## src/rtl/acc_alu_pkg.sv

```systemverilog
package acc_alu_pkg;

  // Operation strobe positions; lower index wins when several are raised.
  localparam int OP_ADD  = 0;
  localparam int OP_AND  = 1;
  localparam int OP_LOAD = 2;
  localparam int OP_INP  = 3;
  localparam int OP_CLR  = 4;
  localparam int OP_CMP  = 5;
  localparam int OP_INC  = 6;
  localparam int OP_ROR  = 7;
  localparam int OP_ROL  = 8;
  localparam int OP_CLRE = 9;
  localparam int OP_CMPE = 10;
  localparam int NUM_OPS = 11;

  typedef struct packed {
    logic acc_wr;
    logic ext_wr;
  } wr_en_t;

endpackage

```

## src/rtl/acc_alu_prio.sv

```systemverilog
module acc_alu_prio #(
  parameter int N = 11
) (
  input  logic [N-1:0] req,
  output logic [N-1:0] grant,
  output logic         any
);

  genvar i;
  generate
    for (i = 0; i < N; i++) begin : g_pick
      if (i == 0) begin : g_first
        assign grant[i] = req[i];
      end else begin : g_rest
        assign grant[i] = req[i] & ~(|req[i-1:0]);
      end
    end
  endgenerate

  assign any = |req;

endmodule

```

## src/rtl/acc_alu_arith.sv

```systemverilog
module acc_alu_arith #(
  parameter int DATA_W = 16,
  parameter int IN_W   = 8
) (
  input  logic [DATA_W-1:0] acc,
  input  logic              ext,
  input  logic [DATA_W-1:0] opnd,
  input  logic [IN_W-1:0]   inp,
  output logic [DATA_W-1:0] sum,
  output logic              sum_cy,
  output logic [DATA_W-1:0] incr,
  output logic [DATA_W-1:0] rot_r,
  output logic              rot_r_ext,
  output logic [DATA_W-1:0] rot_l,
  output logic              rot_l_ext,
  output logic [DATA_W-1:0] in_merge
);

  localparam int SUM_W = DATA_W + 1;

  logic [SUM_W-1:0] wide_sum;

  assign wide_sum = {1'b0, acc} + {1'b0, opnd};
  assign sum      = wide_sum[DATA_W-1:0];
  assign sum_cy   = wide_sum[DATA_W];

  assign incr = acc + {{(DATA_W-1){1'b0}}, 1'b1};

  assign rot_r     = {ext, acc[DATA_W-1:1]};
  assign rot_r_ext = acc[0];
  assign rot_l     = {acc[DATA_W-2:0], ext};
  assign rot_l_ext = acc[DATA_W-1];

  generate
    if (IN_W < DATA_W) begin : g_partial
      assign in_merge = {acc[DATA_W-1:IN_W], inp};
    end else begin : g_full
      assign in_merge = inp[DATA_W-1:0];
    end
  endgenerate

endmodule

```

## src/rtl/acc_alu_unit.sv

```systemverilog
module acc_alu_unit
  import acc_alu_pkg::*;
#(
  parameter int DATA_W = 16,
  parameter int IN_W   = 8
) (
  input  logic [NUM_OPS-1:0] grant,
  input  logic [DATA_W-1:0]  acc,
  input  logic               ext,
  input  logic [DATA_W-1:0]  opnd,
  input  logic [IN_W-1:0]    inp,
  output logic [DATA_W-1:0]  nxt_acc,
  output logic               nxt_ext,
  output wr_en_t             wr
);

  logic [DATA_W-1:0] sum, incr, rot_r, rot_l, in_merge;
  logic              sum_cy, rot_r_ext, rot_l_ext;

  acc_alu_arith #(
    .DATA_W(DATA_W),
    .IN_W  (IN_W)
  ) arith_i (
    .acc      (acc),
    .ext      (ext),
    .opnd     (opnd),
    .inp      (inp),
    .sum      (sum),
    .sum_cy   (sum_cy),
    .incr     (incr),
    .rot_r    (rot_r),
    .rot_r_ext(rot_r_ext),
    .rot_l    (rot_l),
    .rot_l_ext(rot_l_ext),
    .in_merge (in_merge)
  );

  always_comb begin
    nxt_acc   = acc;
    nxt_ext   = ext;
    wr.acc_wr = 1'b0;
    wr.ext_wr = 1'b0;
    if (grant[OP_ADD]) begin
      nxt_acc = sum;        nxt_ext = sum_cy;
      wr.acc_wr = 1'b1;     wr.ext_wr = 1'b1;
    end else if (grant[OP_AND]) begin
      nxt_acc = acc & opnd; wr.acc_wr = 1'b1;
    end else if (grant[OP_LOAD]) begin
      nxt_acc = opnd;       wr.acc_wr = 1'b1;
    end else if (grant[OP_INP]) begin
      nxt_acc = in_merge;   wr.acc_wr = 1'b1;
    end else if (grant[OP_CLR]) begin
      nxt_acc = '0;         wr.acc_wr = 1'b1;
    end else if (grant[OP_CMP]) begin
      nxt_acc = ~acc;       wr.acc_wr = 1'b1;
    end else if (grant[OP_INC]) begin
      nxt_acc = incr;       wr.acc_wr = 1'b1;
    end else if (grant[OP_ROR]) begin
      nxt_acc = rot_r;      nxt_ext = rot_r_ext;
      wr.acc_wr = 1'b1;     wr.ext_wr = 1'b1;
    end else if (grant[OP_ROL]) begin
      nxt_acc = rot_l;      nxt_ext = rot_l_ext;
      wr.acc_wr = 1'b1;     wr.ext_wr = 1'b1;
    end else if (grant[OP_CLRE]) begin
      nxt_ext = 1'b0;       wr.ext_wr = 1'b1;
    end else if (grant[OP_CMPE]) begin
      nxt_ext = ~ext;       wr.ext_wr = 1'b1;
    end
  end

endmodule

```

## src/rtl/acc_alu_status.sv

```systemverilog
module acc_alu_status #(
  parameter int DATA_W = 16
) (
  input  logic [DATA_W-1:0] acc,
  input  logic              ext,
  output logic              is_zero,
  output logic              is_neg,
  output logic              ext_clr
);

  assign is_zero = (acc == '0);
  assign is_neg  = acc[DATA_W-1];
  assign ext_clr = ~ext;

endmodule

```

## src/rtl/acc_alu_core.sv

```systemverilog
module acc_alu_core
  import acc_alu_pkg::*;
#(
  parameter int DATA_W = 16,
  parameter int IN_W   = 8
) (
  input  logic               clk,
  input  logic               rst,
  input  logic [NUM_OPS-1:0] op_sel,
  input  logic [DATA_W-1:0]  dr_in,
  input  logic [IN_W-1:0]    inp_in,
  output logic [DATA_W-1:0]  acc_q,
  output logic               ext_q,
  output logic               acc_zero,
  output logic               acc_neg,
  output logic               ext_zero
);

  logic [NUM_OPS-1:0] grant;
  logic               any_op;
  logic [DATA_W-1:0]  nxt_acc;
  logic               nxt_ext;
  wr_en_t             wr;

  acc_alu_prio #(.N(NUM_OPS)) prio_i (
    .req  (op_sel),
    .grant(grant),
    .any  (any_op)
  );

  acc_alu_unit #(
    .DATA_W(DATA_W),
    .IN_W  (IN_W)
  ) unit_i (
    .grant  (grant),
    .acc    (acc_q),
    .ext    (ext_q),
    .opnd   (dr_in),
    .inp    (inp_in),
    .nxt_acc(nxt_acc),
    .nxt_ext(nxt_ext),
    .wr     (wr)
  );

  always_ff @(posedge clk) begin
    if (rst) begin
      acc_q <= '0;
      ext_q <= 1'b0;
    end else if (any_op) begin
      if (wr.acc_wr) acc_q <= nxt_acc;
      if (wr.ext_wr) ext_q <= nxt_ext;
    end
  end

  acc_alu_status #(.DATA_W(DATA_W)) status_i (
    .acc    (acc_q),
    .ext    (ext_q),
    .is_zero(acc_zero),
    .is_neg (acc_neg),
    .ext_clr(ext_zero)
  );

  AST_RESET_CLEAR: assert property (@(posedge clk)
    rst |=> (acc_q == '0 && !ext_q));
  AST_IDLE_HOLD: assert property (@(posedge clk) disable iff (rst)
    (op_sel == '0) |=> ($stable(acc_q) && $stable(ext_q)));
  AST_AND_EXT_KEEP: assert property (@(posedge clk) disable iff (rst)
    (op_sel[OP_AND] && !op_sel[OP_ADD]) |=> $stable(ext_q));
  AST_ROR_MOVE: assert property (@(posedge clk) disable iff (rst)
    (op_sel[OP_ROR] && op_sel[OP_ROR-1:0] == '0)
      |=> (ext_q == $past(acc_q[0]) && acc_q[DATA_W-1] == $past(ext_q)));
  AST_ROL_MOVE: assert property (@(posedge clk) disable iff (rst)
    (op_sel[OP_ROL] && op_sel[OP_ROL-1:0] == '0)
      |=> (ext_q == $past(acc_q[DATA_W-1]) && acc_q[0] == $past(ext_q)));
  AST_EXT_OP_ACC_KEEP: assert property (@(posedge clk) disable iff (rst)
    (op_sel[OP_CLRE-1:0] == '0 && op_sel != '0) |=> $stable(acc_q));

endmodule

```

## config.mk

```make
export PLATFORM = sky130hd
export DESIGN_NAME = acc_alu_core
export DESIGN_NICKNAME = d
export VERILOG_FILES = /design/src/rtl/acc_alu_pkg.sv /design/src/rtl/acc_alu_prio.sv /design/src/rtl/acc_alu_arith.sv /design/src/rtl/acc_alu_unit.sv /design/src/rtl/acc_alu_status.sv /design/src/rtl/acc_alu_core.sv
export SDC_FILE = /design/constraint.sdc
export NUM_CORES = 1
export LEC_CHECK = 0
export CAP_MARGIN = 10
export CORE_ASPECT_RATIO = 0.6
export CORE_MARGIN = 2
export CORE_UTILIZATION = 55
export CTS_CLUSTER_DIAMETER = 40
export DETAILED_ROUTE_END_ITERATION = 7
export PLACE_DENSITY = 0.8
export SLEW_MARGIN = 10
export SYNTH_ARGS = -nofsm -noshare
export SYNTH_HDL_FRONTEND = slang
export SYNTH_HIERARCHICAL = 1
export SYNTH_SLANG_ARGS = --single-unit
```

## constraint.sdc

```tcl
create_clock -name clk -period 4.8 [get_ports clk]
set_clock_uncertainty 0.15 [all_clocks]
set_input_delay 0.96 -clock clk [delete_from_list [all_inputs] [get_ports clk]]
set_output_delay 0.96 -clock clk [all_outputs]
set_load 0.02 [all_outputs]
```

==> reports/qor.yml, run 1 <==
logic_synthesis:
  syn_nets: 610
  synth-seq-cells: 17
  synth_cell_type_count: 64
  synth_top_area_frac: 0.103
  synthTopCellsByArea: "buf_4, dfxtp_1, a21oi_1"
  yosys_most_used_dff: "dfxtp_1"
  synth-edff-count: 0
  synth.avg_cell_area_um2: 7.36
  yosysSeqAreaShare: 0.0833
  async_reset_ff_frac: 0
  synth-warning-count: 6
  synth_top_cell_by_area: "buf_4"
  synthCells: 555
  synth.cell_area_um2: 4090
sta:
  final-hold-violation-count: 0
  setup_tns_ns: 0
  grt_setup_unrepaired: "no"
  min_period_over_period: 0.830
  slew_violations: 0
  final.min_clock_period_ns: 3.98
  fmax_mhz: 251
  tightestPinTransition_ns: 1.27
  setup_viol: 0
  relSlewSlack: 0.151
finish:
  n_antenna_cell: 0
  syn_to_final_growth_pct: 6.80
  nFillCells: 659
  drive_above_1_share: 0.121
  stdcell_count: 641
  nets: 593
setup_path:
  crit_slowest_cell: "or4_1"
  arrival_ns: 4.02
  crit_top_cell: "a21oi_2"
  cp_max_fo: 15
  r2r_cells: 11
  r2r_setup_slack_ns: 1.58
  required_ns: 4.83
  end_kind: "flip-flop"
  reg2reg_to: "acc_q[14]"
  critPathMaxStageDelay_ns: 0.73
  setup.worst_path.start_class: "input port"
  r2r-start: "acc_q[0]"
  critPathKind: "in -> reg"
  cp_cell_sequence: "clkdlybuf4s50_1, or4_1, nor4b_1, buf_4, and2b_4, a21oi_2, o311a_1, a222oi_1, nand3_1, a21oi_2"
place:
  place_inst: 637
  finalWeightedCongestion: 0.907
  port-buffer-count: 56
  place_hpwl_mm: 8.69
route:
  wl_per_cell_um: 19.7
  ant_nets: 0
  remaining_drc_errors: 0
  dr_total_vias: 4316
  drt-total-wl_mm: 12.7
  vias_per_cell: 6.73
  dr.pass1.iters: 6
  initialDrtViolationCount: 513
floorplanning:
  die_w_um: 115
  ioPinCount: 57
  design.die.area_um2: 8160
  start_util: 0.564
  die_h_um: 70.8
  core_um2: 7240
  rows: 24
power_and_ir_drop:
  p_leak_nw: 1.58
  power_density_nw_per_um2: 213
  peakVddDrop_mv: 0.119
min_path:
  hold_start: "ext_q"
  min_to: "ext_q"
  min_path_cells: 2
  hp-class: "reg -> reg"
cts:
  cts_max_level: 1
  holdBufCountCts: 0
  tritoncts: "done"
  clkTransAtPathRegs_ns: 0.06
  cts_setup_buffers: 0
  clockBufferDepth: 2
  clk_latency_ns: 0.26
  cts_resized: 0
  cts-root-buf: "clkbuf_16"
  cts_buffers: 3
  cts.sinks: 17
global_routing:
  antenna_found_initial: 0
  grt_pass1_vias: 3860
  grt_usage: 0.304
  grt_start_max_net_pins: 39
  grt_first_pass_wirelength_mm: 19.9
  grt-ovfl-total: 0
job:
  cap_violations: 0
outcome:
  status: "complete, no violations"
## per-stage QoR
step                      total power, mW  hold slack [ns]   util  setup slack, ns  cell area, um^2
after floorplan                     0.619            0.553      -            0.927             4090
after global placement              0.712            0.506  0.592            0.656             4280
after detailed placement            0.724            0.507  0.592            0.584             4280
after CTS                           0.915            0.516  0.603            0.831             4360
after global routing                0.977            0.558  0.603            0.603             4360
final                               0.929            0.520  0.603            0.817             4360
## logic make-up after synthesis
logic type,Yosys count,share of synthesized area
compound gates,194,0.357
xor+xnor,27,0.0579
fa+ha+maj,18,0.0570
buf+inv,121,0.178
flops,17,0.0833
mux,19,0.0478
simple gates,159,0.219
## routing by layer
metal  GRT usage  wire length (um)  vias to the layer above
li1            -                 -                     1988
met1       0.456              5730                     1998
met2       0.461              5220                      300
met3      0.0274              1440                       30
met4      0.0897               265                        0
met5           0                 0                        -
## Yosys cell counts (10+ instances only)
| master | instances |
|---|---|
| nor2_1 | 12 |
| and2b_1 | 10 |
| o21bai_1 | 15 |
| nand3_1 | 35 |
| a21oi_2 | 23 |
| a222oi_1 | 15 |
| o311a_1 | 11 |
| ha_1 | 17 |
| o21ai_0 | 21 |
| nand2_1 | 37 |
| buf_2 | 11 |
| mux2i_1 | 15 |
| a21bo_1 | 13 |
| a21oi_1 | 45 |
| clkbuf_1 | 19 |
| xnor2_1 | 21 |
| inv_1 | 29 |
| buf_4 | 56 |
| dfxtp_1 | 17 |
## worst max path at each step
stage / startpoint / end / slack, ns / depth (start not counted)
6_report: op_sel[1] / acc_q[12] / 0.82 / 10
5_1_grt: op_sel[1] / acc_q[4] / 0.60 / 10
4_1_cts: op_sel[1] / acc_q[15] / 0.83 / 10
3_5_place_dp: op_sel[1] / acc_q[15] / 0.58 / 10
3_3_place_gp: op_sel[1] / acc_q[12] / 0.66 / 10
2_1_floorplan: op_sel[1] / acc_q[12] / 0.93 / 10
## area by class of cell
class                           instances  area [um^2]  share of cell area
Inverter                               29          109              0.0249
Tap cell                              104          130              0.0298
Clock buffer                            4         78.8              0.0181
Sequential cell                        17          340              0.0780
Multi-Input combinational cell        417         3040               0.697
Timing Repair Buffer                   70          666               0.153
## critical path, delay by kind of cell
family,cells,cell delay [ns]
compound gates,4,0.82
simple gates,4,1.56
buf+inv,2,0.68
## cells in the final DEF, fill, tap and decap left out, types with 5 or more instances in the layout
cell	n
a21oi_1	45
nand2_1	37
a211oi_1	6
o21ai_0	21
and2b_1	10
o21bai_1	15
nor4_1	7
nor2_1	12
nand3_1	35
mux2i_1	15
o311a_1	11
dfxtp_1	17
buf_4	14
and3_1	7
a222oi_1	15
nor3_1	5
a21bo_1	13
nand2b_1	6
inv_1	29
a21oi_2	23
nand4_1	7
xnor2_1	21
ha_1	17
clkdlybuf4s50_1	56
a21o_1	8
xor2_1	6
o211ai_1	6
## power breakdown
| group | total, mW | internal [mW] | switching [mW] |
|---|---|---|---|
| sequential | 0.229 | 0.158 | 0.0716 |
| clock | 0.190 | 0.114 | 0.0767 |
| combinational | 0.509 | 0.241 | 0.268 |
## registers in the layout (all words and copies together) (netlist names)
register and count:
acc_q 16, ext_q 1
Power figures use the tool's default switching activity.
==> run 2: changes to the inputs <==
==> constraint.sdc (replaced) <==
create_clock -name clk -period 3.81 [get_ports clk]
set_clock_uncertainty 0.15 [all_clocks]
set_input_delay 0.762 -clock clk [delete_from_list [all_inputs] [get_ports clk]]
set_output_delay 0.762 -clock clk [all_outputs]
set_load 0.02 [all_outputs]
==> reports/qor.yml, run 2 (synthesized netlist as in run 1, its figures left out) <==
power_and_ir_drop:
  power_density_nw_per_um2: 266  # +25%
  p_total_mw: 1.19  # +29%
  peakVddDrop_mv: 0.160  # +34%
  p_leak_nw: 1.65  # +4.6%
job:
  cap_violations: 0  # unchanged
finish:
  layout_commonest_cell: "clkdlybuf4s50_1"
  syn_to_final_growth_pct: 9.92
  nets: 605  # +2.0%
  n_antenna_cell: 0  # unchanged
  drive_above_1_share: 0.140  # +0.0192
  top_register: "acc_q"
  largest_register_ff_count: 16  # unchanged
  fin_area_um2: 4490  # +2.9%
  top_regs: "acc_q: 16 flops, ext_q: 1 flops"
  most-common-layout-cells: "clkdlybuf4s50_1, a21oi_1, nand2_1, nand3_1, inv_1"
  nFillCells: 683  # +3.6%
  final_util: 0.621  # +0.0176
sta:
  grt_setup_unrepaired: "no"
  final.min_clock_period_ns: 3.65
  min_period_over_period: 0.958
  setup_viol: 0  # unchanged
  fmax_mhz: 274
  slew_violations: 0  # unchanged
  tightestPinTransition_ns: 1.12  # -0.157 ns
  relSlewSlack: 0.254  # +0.102
  final-hold-violation-count: 0  # unchanged
  worst_hold_slack_ns: 0.530  # +0.0100 ns
global_routing:
  grt-ovfl-total: 0  # unchanged
  grtUsageMet2: 0.480  # +0.0183
  grt_start_max_net_pins: 39  # unchanged
  gr-max-usage-layer: "met2"
  met1_usage: 0.453  # -0.00288
  antenna_found_initial: 0  # unchanged
  grt_pass1_vias: 3959  # +2.6%
  grt_use_met3: 0.0428  # +0.0154
  grt_usage: 0.307  # +0.00313
  grt_first_pass_wirelength_mm: 20.2  # +1.9%
min_path:
  hp-class: "reg -> reg"
setup_path:
  critPathMaxStageDelay_ns: 0.48  # -0.25 ns
  cp_top_family: "compound AO/OA/AOI/OAI gates"
  crit_slowest_cell: "clkdlybuf4s50_1"
  arrival_ns: 3.67  # -0.35 ns
  setup.worst_path.start_class: "input port"
  end_kind: "flip-flop"
  cp_max_fo: 4  # -11
  required_ns: 3.83  # -1.00 ns
  critPathBufInv: 2  # unchanged
  cp_cell_sequence: "clkdlybuf4s50_1, ha_1, fa_1, a211oi_2, o21ai_0, o211ai_1, nand4b_1, o311ai_0, inv_1, a222oi_1, nand3_1, a21oi_2"
  critPathKind: "in -> reg"
cts:
  tritoncts: "done"
  cts_setup_buffers: 0  # unchanged
  cts_resized: 0  # unchanged
  clkTransAtPathRegs_ns: 0.06  # about the same
  cts_buffers: 3  # unchanged
  cts.sinks: 17  # unchanged
  holdBufCountCts: 0  # unchanged
  clk_latency_ns: 0.26  # about the same
  cts_max_level: 1  # unchanged
  clockBufferDepth: 2  # unchanged
  cts-root-buf: "clkbuf_16"
route:
  wl_per_cell_um: 19.7  # about the same
  drt-total-wl_mm: 12.9  # +1.8%
  ant_nets: 0  # unchanged
  remaining_drc_errors: 0  # unchanged
  dr_total_vias: 4412  # +2.2%
  initialDrtViolationCount: 739  # +44%
  vias_per_cell: 6.76  # +0.35%
  dr.pass1.iters: 8  # +2
place:
  dpl_cell_area_um2: 4410  # +3.0%
  port-buffer-count: 56  # unchanged
  finalWeightedCongestion: 1.02  # +13%
  place_hpwl_mm: 9.15  # +5.3%
floorplanning:
  die_w_um: 115  # unchanged
  core_um2: 7240  # unchanged
  die_h_um: 70.8  # unchanged
  ioPinCount: 57  # unchanged
  design.die.area_um2: 8160  # unchanged
  rows: 24  # unchanged
  start_util: 0.564  # unchanged
outcome:
  status: "complete, no violations"
[run 2: layer usage]
layer  vias to the layer above  part of all wire
met4                         0             0.013
met5                         -                 0
li1                       2010                 -
met1                      2062              0.43
met2                       319              0.43
met3                        21              0.13
[run 2: area by class of cell]
class                      instances  area [um^2]  share of cell area
multi-input combinational        417         3040               0.677
timing repair buffer              82          793               0.177
sequential                        17          340              0.0758
tap                              104          130              0.0290
inverter                          29          109              0.0242
clock buffer                       4         78.8              0.0176
[run 2: tightest hold or removal path, delay by kind of cell (launching register included)]
kind | cells | cell delay, ns
compound gates | 2 | 0.25
flops | 1 | 0.38
[run 2: through the flow]
step | setup TNS (ns) | worst slack [ns] | instances
6_report | 0 | 0.162 | 653
5_1_grt | 0 | 0.0450 | 653
4_1_cts | 0 | 0.249 | 653
3_5_place_dp | -0.0101 | -0.0101 | 649
3_3_place_gp | 0 | 0.0618 | 649
2_1_floorplan | 0 | 0.135 | 555
[run 2: path summary, 6_finish.rpt]
| check | end | cells after the start | start | slack [ns] |
|---|---|---|---|---|
| max reg2reg | acc_q[12] | 10 | acc_q[2] | 0.75 |
| min | ext_q | 2 | ext_q | 0.53 |
| max | acc_q[12] | 12 | dr_in[0] | 0.16 |
| min reg2reg | ext_q | 2 | ext_q | 0.53 |
[run 2: power by group]
part / internal, mW / total [mW] / leakage (nW) / switching, mW
Combinational: 0.320 / 0.714 / 1.48 / 0.395
Clock: 0.143 / 0.233 / 0.0382 / 0.0899
Sequential: 0.199 / 0.247 / 0.140 / 0.0483
